<file path="src/rtl/calib_pkg.sv">
package calib_pkg;
    // log2 of the number of samples averaged per coefficient in a full run
    parameter int unsigned AVG_SHIFT = 3;

    typedef enum logic {
        MODE_FULL = 1'b0,
        MODE_AZ   = 1'b1
    } cal_mode_e;
endpackage

</file>
<file path="src/rtl/calib_ctrl.sv">
module calib_ctrl
    import calib_pkg::*;
#(
    parameter int NCAP = 4,
    parameter int MW   = 10
) (
    input  logic                        clk,
    input  logic                        rst_n,
    input  logic                        full_req,
    input  logic                        az_req,
    input  logic                        meas_valid,
    input  logic [MW-1:0]               meas_data,
    output logic                        busy,
    output logic [$clog2(NCAP+1)-1:0]   meas_sel,
    output logic [MW-1:0]               off_coef,
    output logic [NCAP*MW-1:0]          lin_coef
);
    localparam int SW = $clog2(NCAP+1);
    localparam int AW = MW + AVG_SHIFT;

    typedef struct packed {
        logic                   busy;
        cal_mode_e              mode;
        logic [AVG_SHIFT-1:0]   cnt;
        logic [SW-1:0]          tgt;
        logic [AW-1:0]          acc;
        logic [MW-1:0]          off;
        logic [NCAP*MW-1:0]     lin;
    } st_t;

    st_t st_q, st_d;
    logic signed [AW-1:0] sum_w;
    logic signed [AW-1:0] avg_w;

    always_comb begin
        st_d  = st_q;
        sum_w = $signed(st_q.acc) + $signed({{AVG_SHIFT{meas_data[MW-1]}}, meas_data});
        avg_w = sum_w >>> AVG_SHIFT;
        if (!st_q.busy) begin
            if (full_req || az_req) begin
                st_d.busy = 1'b1;
                st_d.mode = full_req ? MODE_FULL : MODE_AZ;
                st_d.cnt  = '0;
                st_d.tgt  = '0;
                st_d.acc  = '0;
            end
        end else if (meas_valid) begin
            if (st_q.mode == MODE_AZ) begin
                st_d.off  = meas_data;
                st_d.busy = 1'b0;
            end else if (st_q.cnt == {AVG_SHIFT{1'b1}}) begin
                if (st_q.tgt == '0) begin
                    st_d.off = avg_w[MW-1:0];
                end
                for (int k = 0; k < NCAP; k++) begin
                    if (st_q.tgt == SW'(NCAP - k)) begin
                        st_d.lin[k*MW +: MW] = avg_w[MW-1:0];
                    end
                end
                st_d.acc = '0;
                st_d.cnt = '0;
                if (st_q.tgt == SW'(NCAP)) begin
                    st_d.busy = 1'b0;
                end else begin
                    st_d.tgt = st_q.tgt + 1'b1;
                end
            end else begin
                st_d.acc = sum_w;
                st_d.cnt = st_q.cnt + 1'b1;
            end
        end
    end

    always_ff @(posedge clk or negedge rst_n) begin
        if (!rst_n) begin
            st_q <= '0;
        end else begin
            st_q <= st_d;
        end
    end

    assign busy     = st_q.busy;
    assign meas_sel = st_q.tgt;
    assign off_coef = st_q.off;
    assign lin_coef = st_q.lin;
endmodule

</file>
<file path="src/rtl/calib_corr.sv">
module calib_corr #(
    parameter int NCAP = 4,
    parameter int MW   = 10,
    parameter int DW   = 13
) (
    input  logic                clk,
    input  logic                rst_n,
    input  logic                raw_valid,
    input  logic [DW-1:0]       raw_code,
    input  logic [MW-1:0]       off_coef,
    input  logic [NCAP*MW-1:0]  lin_coef,
    output logic                corr_valid,
    output logic [DW-1:0]       corr_code
);
    localparam int WW      = ((DW > MW) ? DW : MW) + $clog2(NCAP + 1) + 2;
    localparam int CAP_LSB = DW - 1 - NCAP;
    localparam logic signed [WW-1:0] MAXV = WW'((64'sd1 <<< (DW - 1)) - 64'sd1);
    localparam logic signed [WW-1:0] MINV = -MAXV - WW'(1);

    typedef struct packed {
        logic          vld;
        logic [DW-1:0] code;
    } st_t;

    st_t st_q, st_d;
    logic signed [WW-1:0] lin_ext [NCAP];
    logic signed [WW-1:0] acc_w;

    for (genvar k = 0; k < NCAP; k++) begin : g_ext
        assign lin_ext[k] = WW'($signed(lin_coef[k*MW +: MW]));
    end

    always_comb begin
        acc_w = WW'($signed(raw_code)) - WW'($signed(off_coef));
        for (int k = 0; k < NCAP; k++) begin
            if (raw_code[CAP_LSB + k]) begin
                acc_w = acc_w - lin_ext[k];
            end
        end
        st_d.vld = raw_valid;
        if (acc_w > MAXV) begin
            st_d.code = MAXV[DW-1:0];
        end else if (acc_w < MINV) begin
            st_d.code = MINV[DW-1:0];
        end else begin
            st_d.code = acc_w[DW-1:0];
        end
    end

    always_ff @(posedge clk or negedge rst_n) begin
        if (!rst_n) begin
            st_q <= '0;
        end else begin
            st_q <= st_d;
        end
    end

    assign corr_valid = st_q.vld;
    assign corr_code  = st_q.code;
endmodule

</file>
<file path="src/rtl/calib_coef_seq.sv">
module calib_coef_seq #(
    parameter int NCAP = 4,
    parameter int MW   = 10,
    parameter int DW   = 13
) (
    input  logic                        clk,
    input  logic                        rst_n,
    input  logic                        full_req,
    input  logic                        az_req,
    input  logic                        meas_valid,
    input  logic [MW-1:0]               meas_data,
    output logic                        busy,
    output logic [$clog2(NCAP+1)-1:0]   meas_sel,
    output logic [MW-1:0]               off_coef,
    input  logic                        raw_valid,
    input  logic [DW-1:0]               raw_code,
    output logic                        corr_valid,
    output logic [DW-1:0]               corr_code
);
    logic [NCAP*MW-1:0] lin_coef_w;

    calib_ctrl #(.NCAP(NCAP), .MW(MW)) u_ctrl (
        .clk        (clk),
        .rst_n      (rst_n),
        .full_req   (full_req),
        .az_req     (az_req),
        .meas_valid (meas_valid),
        .meas_data  (meas_data),
        .busy       (busy),
        .meas_sel   (meas_sel),
        .off_coef   (off_coef),
        .lin_coef   (lin_coef_w)
    );

    calib_corr #(.NCAP(NCAP), .MW(MW), .DW(DW)) u_corr (
        .clk        (clk),
        .rst_n      (rst_n),
        .raw_valid  (raw_valid),
        .raw_code   (raw_code),
        .off_coef   (off_coef),
        .lin_coef   (lin_coef_w),
        .corr_valid (corr_valid),
        .corr_code  (corr_code)
    );
endmodule

</file>
<file path="config.mk">
export PLATFORM = sky130hd
export DESIGN_NAME = calib_coef_seq
export DESIGN_NICKNAME = d
export VERILOG_FILES = /design/src/rtl/calib_pkg.sv /design/src/rtl/calib_ctrl.sv /design/src/rtl/calib_corr.sv /design/src/rtl/calib_coef_seq.sv
export SDC_FILE = /design/constraint.sdc
export NUM_CORES = 1
export LEC_CHECK = 0
export ABC_AREA = 1
export CAP_MARGIN = 10
export CORE_UTILIZATION = 55
export DETAILED_ROUTE_END_ITERATION = 10
export GPL_ROUTABILITY_DRIVEN = 0
export GPL_TIMING_DRIVEN = 1
export PLACE_DENSITY = 0.75
export SYNTH_ARGS = -nofsm -noshare
export SYNTH_HDL_FRONTEND = slang
export SYNTH_HIERARCHICAL = 1
export SYNTH_SLANG_ARGS = --single-unit
</file>
<file path="constraint.sdc">
create_clock -name clk -period 9.55 [get_ports clk]
set_input_delay 2.3875 -clock clk [delete_from_list [all_inputs] [get_ports clk]]
set_output_delay 2.3875 -clock clk [all_outputs]
set_load 0.01 [all_outputs]
</file>
==> reports/qor.csv, run 1 <==
stage,metric,value,unit
final_layout,syn_to_final_growth,11.4,%
cts,hold_buffers,0,
status,status,"finished, final reports clean",
yosys,ys_top_cells_by_area,"dfrtp_1, nand2_1, ha_1",
drt,drc,0,
die,dieWidth,133,um
final_layout,multiInputGateArea,6320,um2
cts,cts_buffers,9,
cts,cts_tree,built,
drt,drt_iter0_drc,750,
yosys,yosys.area.top_type,dfrtp_1,
yosys,synth_edf_count,0,
global_route,antenna_found_initial,0,
critical_path,critical-path-max-stage-delay,0.42,ns
worst_hold_path,hold_class,reg2reg,
final_layout,final_common_cell,nand2_1,
drt,drt-vias-per-instance,5.38,
critical_path,cp_common_cell,nand2_1,
flow_run,drv_cap,0,
placement,io_buffers,56,
final_layout,layout_common_cells,"nand2_1, inv_1, nand3_1, dfrtp_1, nor2_1",
timing,max_freq,0.110,GHz
yosys,ys.warnings.count,6,
die,core_area,16600,um2
critical_path,path_class,in2reg,
global_route,grt_util_all_layers,27.3,%
placement,dp_slack,-0.142,ns
cts,htreeDepth,3,
timing,worst_slew_pin_slew,1.02,ns
timing,setup_viol,0,
global_route,grt_pass1_wl,39100,um
cts,clock-sinks,85,
yosys,synth_cell_types,47,
timing,slew_headroom,32.2,%
timing,final_max_slew_viol_count,0,
drt,totalWireLength,23900,um
critical_path,worstPathMaxFanout,6,
final_layout,num_antenna_cells,0,
die,io_pins,57,
yosys,synth_nets,1564,
yosys,ys_seq_area_share,22.6,%
yosys,syn_area,9400,um2
cts,cts_buffer_depth,2,
placement,dp_hpwl,18200,um
die,fp.dieH,133,um
cts,clock_latency,0.35,ns
global_route,grt_max_degree,81,
yosys,async_flop_share,100,%
cts,path_clk_slew,0.07,ns
critical_path,setup.worst_path.start_class,input pin,
critical_path,crit_buf_inv,5,
yosys,yosys_register_bits,85,
timing,hold_viol,0,
drt,dr.pass1.iters,5,
final_layout,nets,1573,
critical_path,cp.required,9.84,ns
timing,layout_setup_ws,0.491,ns
die,row_count,47,
global_route,grt_pass1_vias,8271,
timing,fin_crit_sh,94.9,%
timing,fin_skew,0.0121,ns
critical_path,cpLargestDelayFamily,simple AND/OR/NAND/NOR gates,
final_layout,drive_gt1_share,10.0,%
die,initial_core_util,56.5,%
yosys,post_synth.cell_area_avg,6.55,um2
yosys,synth_cells,1434,
drt,ant_nets,0,
cts,cts_root_buf,clkbuf_16,
final_layout,seq_area,2130,um2
critical_path,end_kind,flip-flop,
timing,min_period,9.06,ns
drt,vias,8973,
global_route,overflow,0,
die,dieArea,17600,um2
critical_path,arrival,9.34,ns
yosys,synth_top_area_share,22.6,%
final_layout,final.fill_count,1578,
yosys,synth_ff_type,dfrtp_1,
drt,wl_per_cell,14.3,um
critical_path,crit_slowest_cell,ha_1,
==> through the flow <==
stage	hold slack, ns	cell area [um2]	util [%]	cells	TNS [ns]
6_report	0.487	10500	62.9	1667	0
5_1_grt	0.499	10500	62.9	1667	-0.356
4_1_cts	0.487	10100	60.5	1660	0
3_5_place_dp	0.468	9770	58.7	1645	-1.52
3_3_place_gp	0.466	9770	58.7	1645	-0.213
2_1_floorplan	0.450	9400	-	1434	0
==> worst register-to-register path, delay by kind of cell, from the launching register on <==
kind | cells | cell delay (ns)
and+or+nand+nor | 21 | 2.24
adders and majority gates | 6 | 1.97
AOI/OAI and AO/OA | 8 | 1.41
xor gates and xnor gates | 4 | 0.66
DFF | 1 | 0.38
buffers and inverters | 3 | 0.24
==> kinds of logic after synthesis <==
family	share of synthesized area, %
simple gates	32.2
buf+inv	14.0
compound gates	12.3
fa+ha+maj	13.9
flops	22.6
xor+xnor	4.93
==> repair_timing <==
item	CTS	global route
resized for setup	0	78
endpoints found under the setup margin	0	13
buffers inserted	0	5
==> final cells by class <==
class	count	area share, %
multi-input cells	1067	60.4
flip-flops and latches	85	20.3
inverters	211	7.57
repair buffers	69	6.26
well taps	220	2.63
clock buffers	9	2.15
clock inverters	6	0.681
==> worst paths after layout <==
check	startpoint	end	slack, ns	cells past startpoint
setup / recovery	raw_code[0]	u_corr/corr_code[0]$_DFF_PN0_	0.49	44
hold reg to reg	u_ctrl/lin_coef[27]$_DFFE_PN0P_	u_ctrl/lin_coef[27]$_DFFE_PN0P_	0.49	2
setup reg to reg	u_ctrl/off_coef[0]$_DFFE_PN0P_	u_corr/corr_code[0]$_DFF_PN0_	2.59	42
min in group asynchronous	rst_n	u_corr/corr_code[8]$_DFF_PN0_	1.83	1
max in group asynchronous	rst_n	u_ctrl/off_coef[1]$_DFFE_PN0P_	6.51	2
hold / removal	u_ctrl/lin_coef[27]$_DFFE_PN0P_	u_ctrl/lin_coef[27]$_DFFE_PN0P_	0.49	2
==> routing by layer <==
metal  track usage, %  wire length [um]
met1             37.3             10900
met2             45.5             11300
met3             2.99              1130
met4             7.66               480
met5                0                 0
==> synthesized netlist by cell type (6+ instances only) <==
master / number
nand2_1: 434
inv_1: 203
nand3_1: 108
ha_1: 95
dfrtp_1: 85
nor2_1: 85
a21oi_1: 81
o21ai_0: 65
buf_4: 54
xor2_1: 33
o21ai_1: 21
nand2_2: 18
xnor2_1: 18
a31oi_1: 16
and2_1: 9
nand3_2: 9
nor3_1: 9
buf_2: 7
a21o_1: 6
fa_1: 6
inv_2: 6
o21bai_1: 6
==> state kept, by name (all words and copies together) (netlist names) <==
register / cells
u_corr/corr_code: 13
u_corr/corr_valid: 1
u_ctrl/busy: 1
u_ctrl/lin_coef: 40
u_ctrl/meas_sel: 3
u_ctrl/off_coef: 10
u_ctrl/st_q: 17
Power of run 1 is not shown: default switching activity piles up to over one toggle a cycle in this logic, so the estimate is an artifact.
==> run 2: changes to the inputs <==
--- a/config.mk
+++ b/config.mk
@@ -7,11 +7,14 @@
 export LEC_CHECK = 0
 export ABC_AREA = 1
 export CAP_MARGIN = 10
+export CORE_ASPECT_RATIO = 1.25
+export CORE_MARGIN = 1.5
 export CORE_UTILIZATION = 55
 export DETAILED_ROUTE_END_ITERATION = 10
 export GPL_ROUTABILITY_DRIVEN = 0
 export GPL_TIMING_DRIVEN = 1
 export PLACE_DENSITY = 0.75
+export SLEW_MARGIN = 20
 export SYNTH_ARGS = -nofsm -noshare
 export SYNTH_HDL_FRONTEND = slang
 export SYNTH_HIERARCHICAL = 1
==> reports/qor.csv, run 2 (same netlist as run 1, synthesis figures left out) <==
stage,metric,value,unit
status,status,"finished, final reports clean",
cts,cts_root_buf,clkbuf_16,
critical_path,setup.worst_path.start_class,input pin,
drt,drt-vias-per-instance,5.40,
flow_run,drv_cap,0,
final_layout,final_common_cell,nand2_1,
die,core_area,16800,um2
timing,worst_slew_pin_slew,0.960,ns
timing,fin_skew,0.00698,ns
cts,hold_buffers,0,
timing,hold_viol,0,
critical_path,crit_slowest_cell,clkdlybuf4s50_1,
timing,max_freq,0.112,GHz
die,initial_core_util,56.0,%
critical_path,arrival,9.16,ns
critical_path,end_kind,flip-flop,
drt,drt_iter0_drc,556,
global_route,grt_pass1_wl,38700,um
global_route,grt_max_degree,76,
cts,cts_buffers,9,
timing,final_max_slew_viol_count,0,
final_layout,nets,1575,
timing,slew_headroom,36.0,%
die,io_pins,57,
cts,clock-sinks,85,
die,dieWidth,120,um
drt,ant_nets,0,
final_layout,num_antenna_cells,0,
critical_path,cp_common_cell,nand2_1,
drt,wl_per_cell,14.3,um
timing,setup_viol,0,
critical_path,critical-path-max-stage-delay,0.40,ns
global_route,grt_util_all_layers,26.7,%
cts,htreeDepth,3,
critical_path,cp.required,9.79,ns
global_route,overflow,0,
timing,tns,0,ns
placement,place_area,9760,um2
placement,io_buffers,56,
global_route,antenna_found_initial,0,
final_layout,syn_to_final_growth,10.5,%
drt,totalWireLength,23900,um
cts,cts_buffer_depth,2,
final_layout,drive_gt1_share,9.52,%
drt,drc,0,
timing,fin_crit_sh,93.5,%
cts,path_clk_slew,0.07,ns
placement,dp_hpwl,18600,um
final_layout,layout_common_cells,"nand2_1, inv_1, nand3_1, dfrtp_1, ha_1",
cts,cts_tree,built,
die,fp.dieH,149,um
global_route,grt_pass1_vias,8375,
drt,vias,9018,
timing,min_period,8.93,ns
worst_hold_path,hold_class,reg2reg,
critical_path,path_class,in2reg,
critical_path,worstPathMaxFanout,6,
cts,clock_latency,0.35,ns
drt,dr.pass1.iters,6,
die,row_count,53,
final_layout,largest_reg_flops,40,
die,dieArea,17900,um2
final_layout,fin_area,10400,um2
[run 2: changes by cell type in the layout (fill, tap and decap cells not counted), moves of 3 or more]
cell,delta
ha_1,+5
ha_4,-4
nand2_2,+3
o21ai_0,+3
o21ai_2,-3
[run 2: layout make-up]
| class | count | area, um2 |
|---|---|---|
| clock buffer | 10 | 229 |
| fill | 1591 | 6400 |
| tap | 220 | 275 |
| timing repair buffer | 71 | 671 |
| inverter | 211 | 792 |
| sequential | 85 | 2130 |
| multi-input combinational | 1067 | 6210 |
| clock inverter | 6 | 77.6 |
[run 2: per-layer routing]
layer	GRT usage (%)	vias to the layer above	wire (um)
met5	0	-	0
met4	11.3	0	791
met3	2.68	58	902
met2	48.6	249	12200
met1	32.0	4131	9980
li1	-	4580	-
[run 2: final timing paths]
check	startpoint	endpoint	slack (ns)	cells past startpoint
hold reg to reg	u_ctrl/lin_coef[36]$_DFFE_PN0P_	u_ctrl/lin_coef[36]$_DFFE_PN0P_	0.48	2
min in group asynchronous	rst_n	u_corr/corr_code[11]$_DFF_PN0_	1.86	1
setup reg to reg	u_ctrl/off_coef[2]$_DFFE_PN0P_	u_corr/corr_code[2]$_DFF_PN0_	2.63	49
hold / removal	u_ctrl/lin_coef[36]$_DFFE_PN0P_	u_ctrl/lin_coef[36]$_DFFE_PN0P_	0.48	2
setup / recovery	raw_code[2]	u_corr/corr_code[2]$_DFF_PN0_	0.62	49
max in group asynchronous	rst_n	u_ctrl/lin_coef[1]$_DFFE_PN0P_	6.52	2
[run 2: through the flow]
stage	cells	setup slack, ns	utilization (%)	hold WS (ns)
6_report	1670	0.622	61.9	0.482
5_1_grt	1670	-0.0478	61.9	0.505
4_1_cts	1660	0.185	60.0	0.486
3_5_place_dp	1644	-0.155	58.2	0.467
3_3_place_gp	1644	-0.00367	58.2	0.467
2_1_floorplan	1434	1.15	-	0.450
[run 2: timing repair]
item | in CTS | in global routing
setup buffers | 0 | 8
setup endpoints to repair | 0 | 13
resized for setup | 0 | 60
[run 2: worst max-delay path: cells and delay by family]
kind	cells	cell delay (ns)
buffers and inverters	5	0.65
XOR/XNOR	5	0.80
adder cells (fa/ha/maj)	5	1.74
AND/OR/NAND/NOR	25	2.24
AO/OA/AOI/OAI	9	1.32
Power of run 2 is left out for the same reason.
==> run 3: changes to the inputs <==
--- a/config.mk
+++ b/config.mk
@@ -14,6 +14,7 @@
 export GPL_ROUTABILITY_DRIVEN = 0
 export GPL_TIMING_DRIVEN = 1
 export PLACE_DENSITY = 0.75
+export REMOVE_ABC_BUFFERS = 1
 export SLEW_MARGIN = 20
 export SYNTH_ARGS = -nofsm -noshare
 export SYNTH_HDL_FRONTEND = slang
==> reports/qor.csv, run 3 (same netlist as run 1, synthesis figures left out) <==
stage,metric,value,unit
final_layout,largest_reg_flops,40,
placement,io_buffers,56,
critical_path,crit_slowest_cell,clkdlybuf4s50_1,
cts,path_clk_slew,0.07,ns
timing,holdWs,0.486,ns
die,core_area,16800,um2
cts,cts_buffer_depth,2,
global_route,grt_pass1_vias,8494,
status,status,"finished, final reports clean",
cts,cts_root_buf,clkbuf_16,
timing,worst_slew_pin_slew,0.910,ns
timing,min_period,9.10,ns
die,fp.dieH,149,um
cts,clock_latency,0.34,ns
final_layout,nets,1578,
placement,dp_hpwl,18600,um
critical_path,cp.required,9.79,ns
global_route,antenna_found_initial,0,
timing,layout_setup_ws,0.452,ns
placement,place_area,9760,um2
timing,hold_viol,0,
global_route,grt_pass1_wl,39200,um
critical_path,setup.worst_path.start_class,input pin,
timing,max_freq,0.110,GHz
drt,vias,9067,
timing,final_max_slew_viol_count,0,
critical_path,cpLargestDelayFamily,simple AND/OR/NAND/NOR gates,
die,dieWidth,120,um
die,io_pins,57,
critical_path,crit_buf_inv,5,
final_layout,fin_area,10500,um2
critical_path,worstPathMaxFanout,6,
critical_path,critical-path-max-stage-delay,0.46,ns
critical_path,path_class,in2reg,
cts,cts_tree,built,
drt,drc,0,
drt,wl_per_cell,14.4,um
final_layout,syn_to_final_growth,11.5,%
final_layout,layout_common_cells,"nand2_1, inv_1, nand3_1, dfrtp_1, nor2_1",
drt,totalWireLength,24100,um
timing,fin_crit_sh,95.3,%
cts,hold_buffers,0,
cts,clock-sinks,85,
final_layout,num_antenna_cells,0,
critical_path,cp_common_cell,nand2_1,
final_layout,drive_gt1_share,10.0,%
timing,fin_skew,0.0109,ns
cts,htreeDepth,3,
critical_path,end_kind,flip-flop,
placement,dp_slack,-0.266,ns
drt,drt_iter0_drc,649,
flow_run,drv_cap,0,
critical_path,reg2reg_slack,2.49,ns
global_route,grt_max_degree,73,
drt,drt-vias-per-instance,5.42,
worst_hold_path,hold_class,reg2reg,
die,initial_core_util,56.0,%
die,row_count,53,
global_route,overflow,0,
drt,ant_nets,0,
die,dieArea,17900,um2
timing,setup_viol,0,
final_layout,final_common_cell,nand2_1,
drt,dr.pass1.iters,6,
global_route,grt_util_all_layers,27.1,%
timing,slew_headroom,39.3,%
timing,tns,0,ns
cts,cts_buffers,9,
critical_path,arrival,9.33,ns
## run 3: final cells by class
cell class	instances	area (um2)
Inverter	211	792
Tap cell	220	275
Clock inverter	7	77.6
Multi-Input combinational cell	1067	6290
Clock buffer	9	225
Fill cell	1547	6300
Sequential cell	85	2130
Timing Repair Buffer	74	693
## run 3: metrics by stage
| step | util (%) | cells |
|---|---|---|
| floorplan | - | 1361 |
| global route | 62.5 | 1673 |
| global placement | 58.2 | 1644 |
| detailed placement | 58.2 | 1644 |
| finish | 62.5 | 1673 |
| CTS | 60.0 | 1660 |
## run 3: timing repair
| item | CTS | global route |
|---|---|---|
| buffers inserted | 0 | 11 |
| resized for setup | 0 | 72 |
| setup endpoints to repair | 0 | 13 |
## run 3: worst paths after layout
kind                                           startpoint                             end  cells after the start
min reg2reg                   u_ctrl/st_q[59]$_DFFE_PN0P_     u_ctrl/st_q[59]$_DFFE_PN0P_                      2
max in group asynchronous                           rst_n     u_ctrl/st_q[50]$_DFFE_PN0P_                      2
min in group asynchronous                           rst_n  u_corr/corr_code[11]$_DFF_PN0_                      1
max reg2reg                u_ctrl/off_coef[3]$_DFFE_PN0P_   u_corr/corr_code[0]$_DFF_PN0_                     49
max                                           raw_code[2]   u_corr/corr_code[0]$_DFF_PN0_                     49
min                           u_ctrl/st_q[59]$_DFFE_PN0P_     u_ctrl/st_q[59]$_DFFE_PN0P_                      2
## run 3: tightest hold or removal path, stage by stage (launching register included)
cell and delay, ns:
dfrtp_1 0.34, nand2_1 0.05, nand2_1 0.06
## run 3: layer usage
metal / track usage [%] / vias up / part of all wire [%]
li1: - / 4581 / -
met4: 12.3 / 0 / 4.8
met1: 32.9 / 4166 / 42
met5: 0 / - / 0
met3: 2.68 / 80 / 3.9
met2: 48.2 / 240 / 49
Power of run 3 is left out for the same reason.
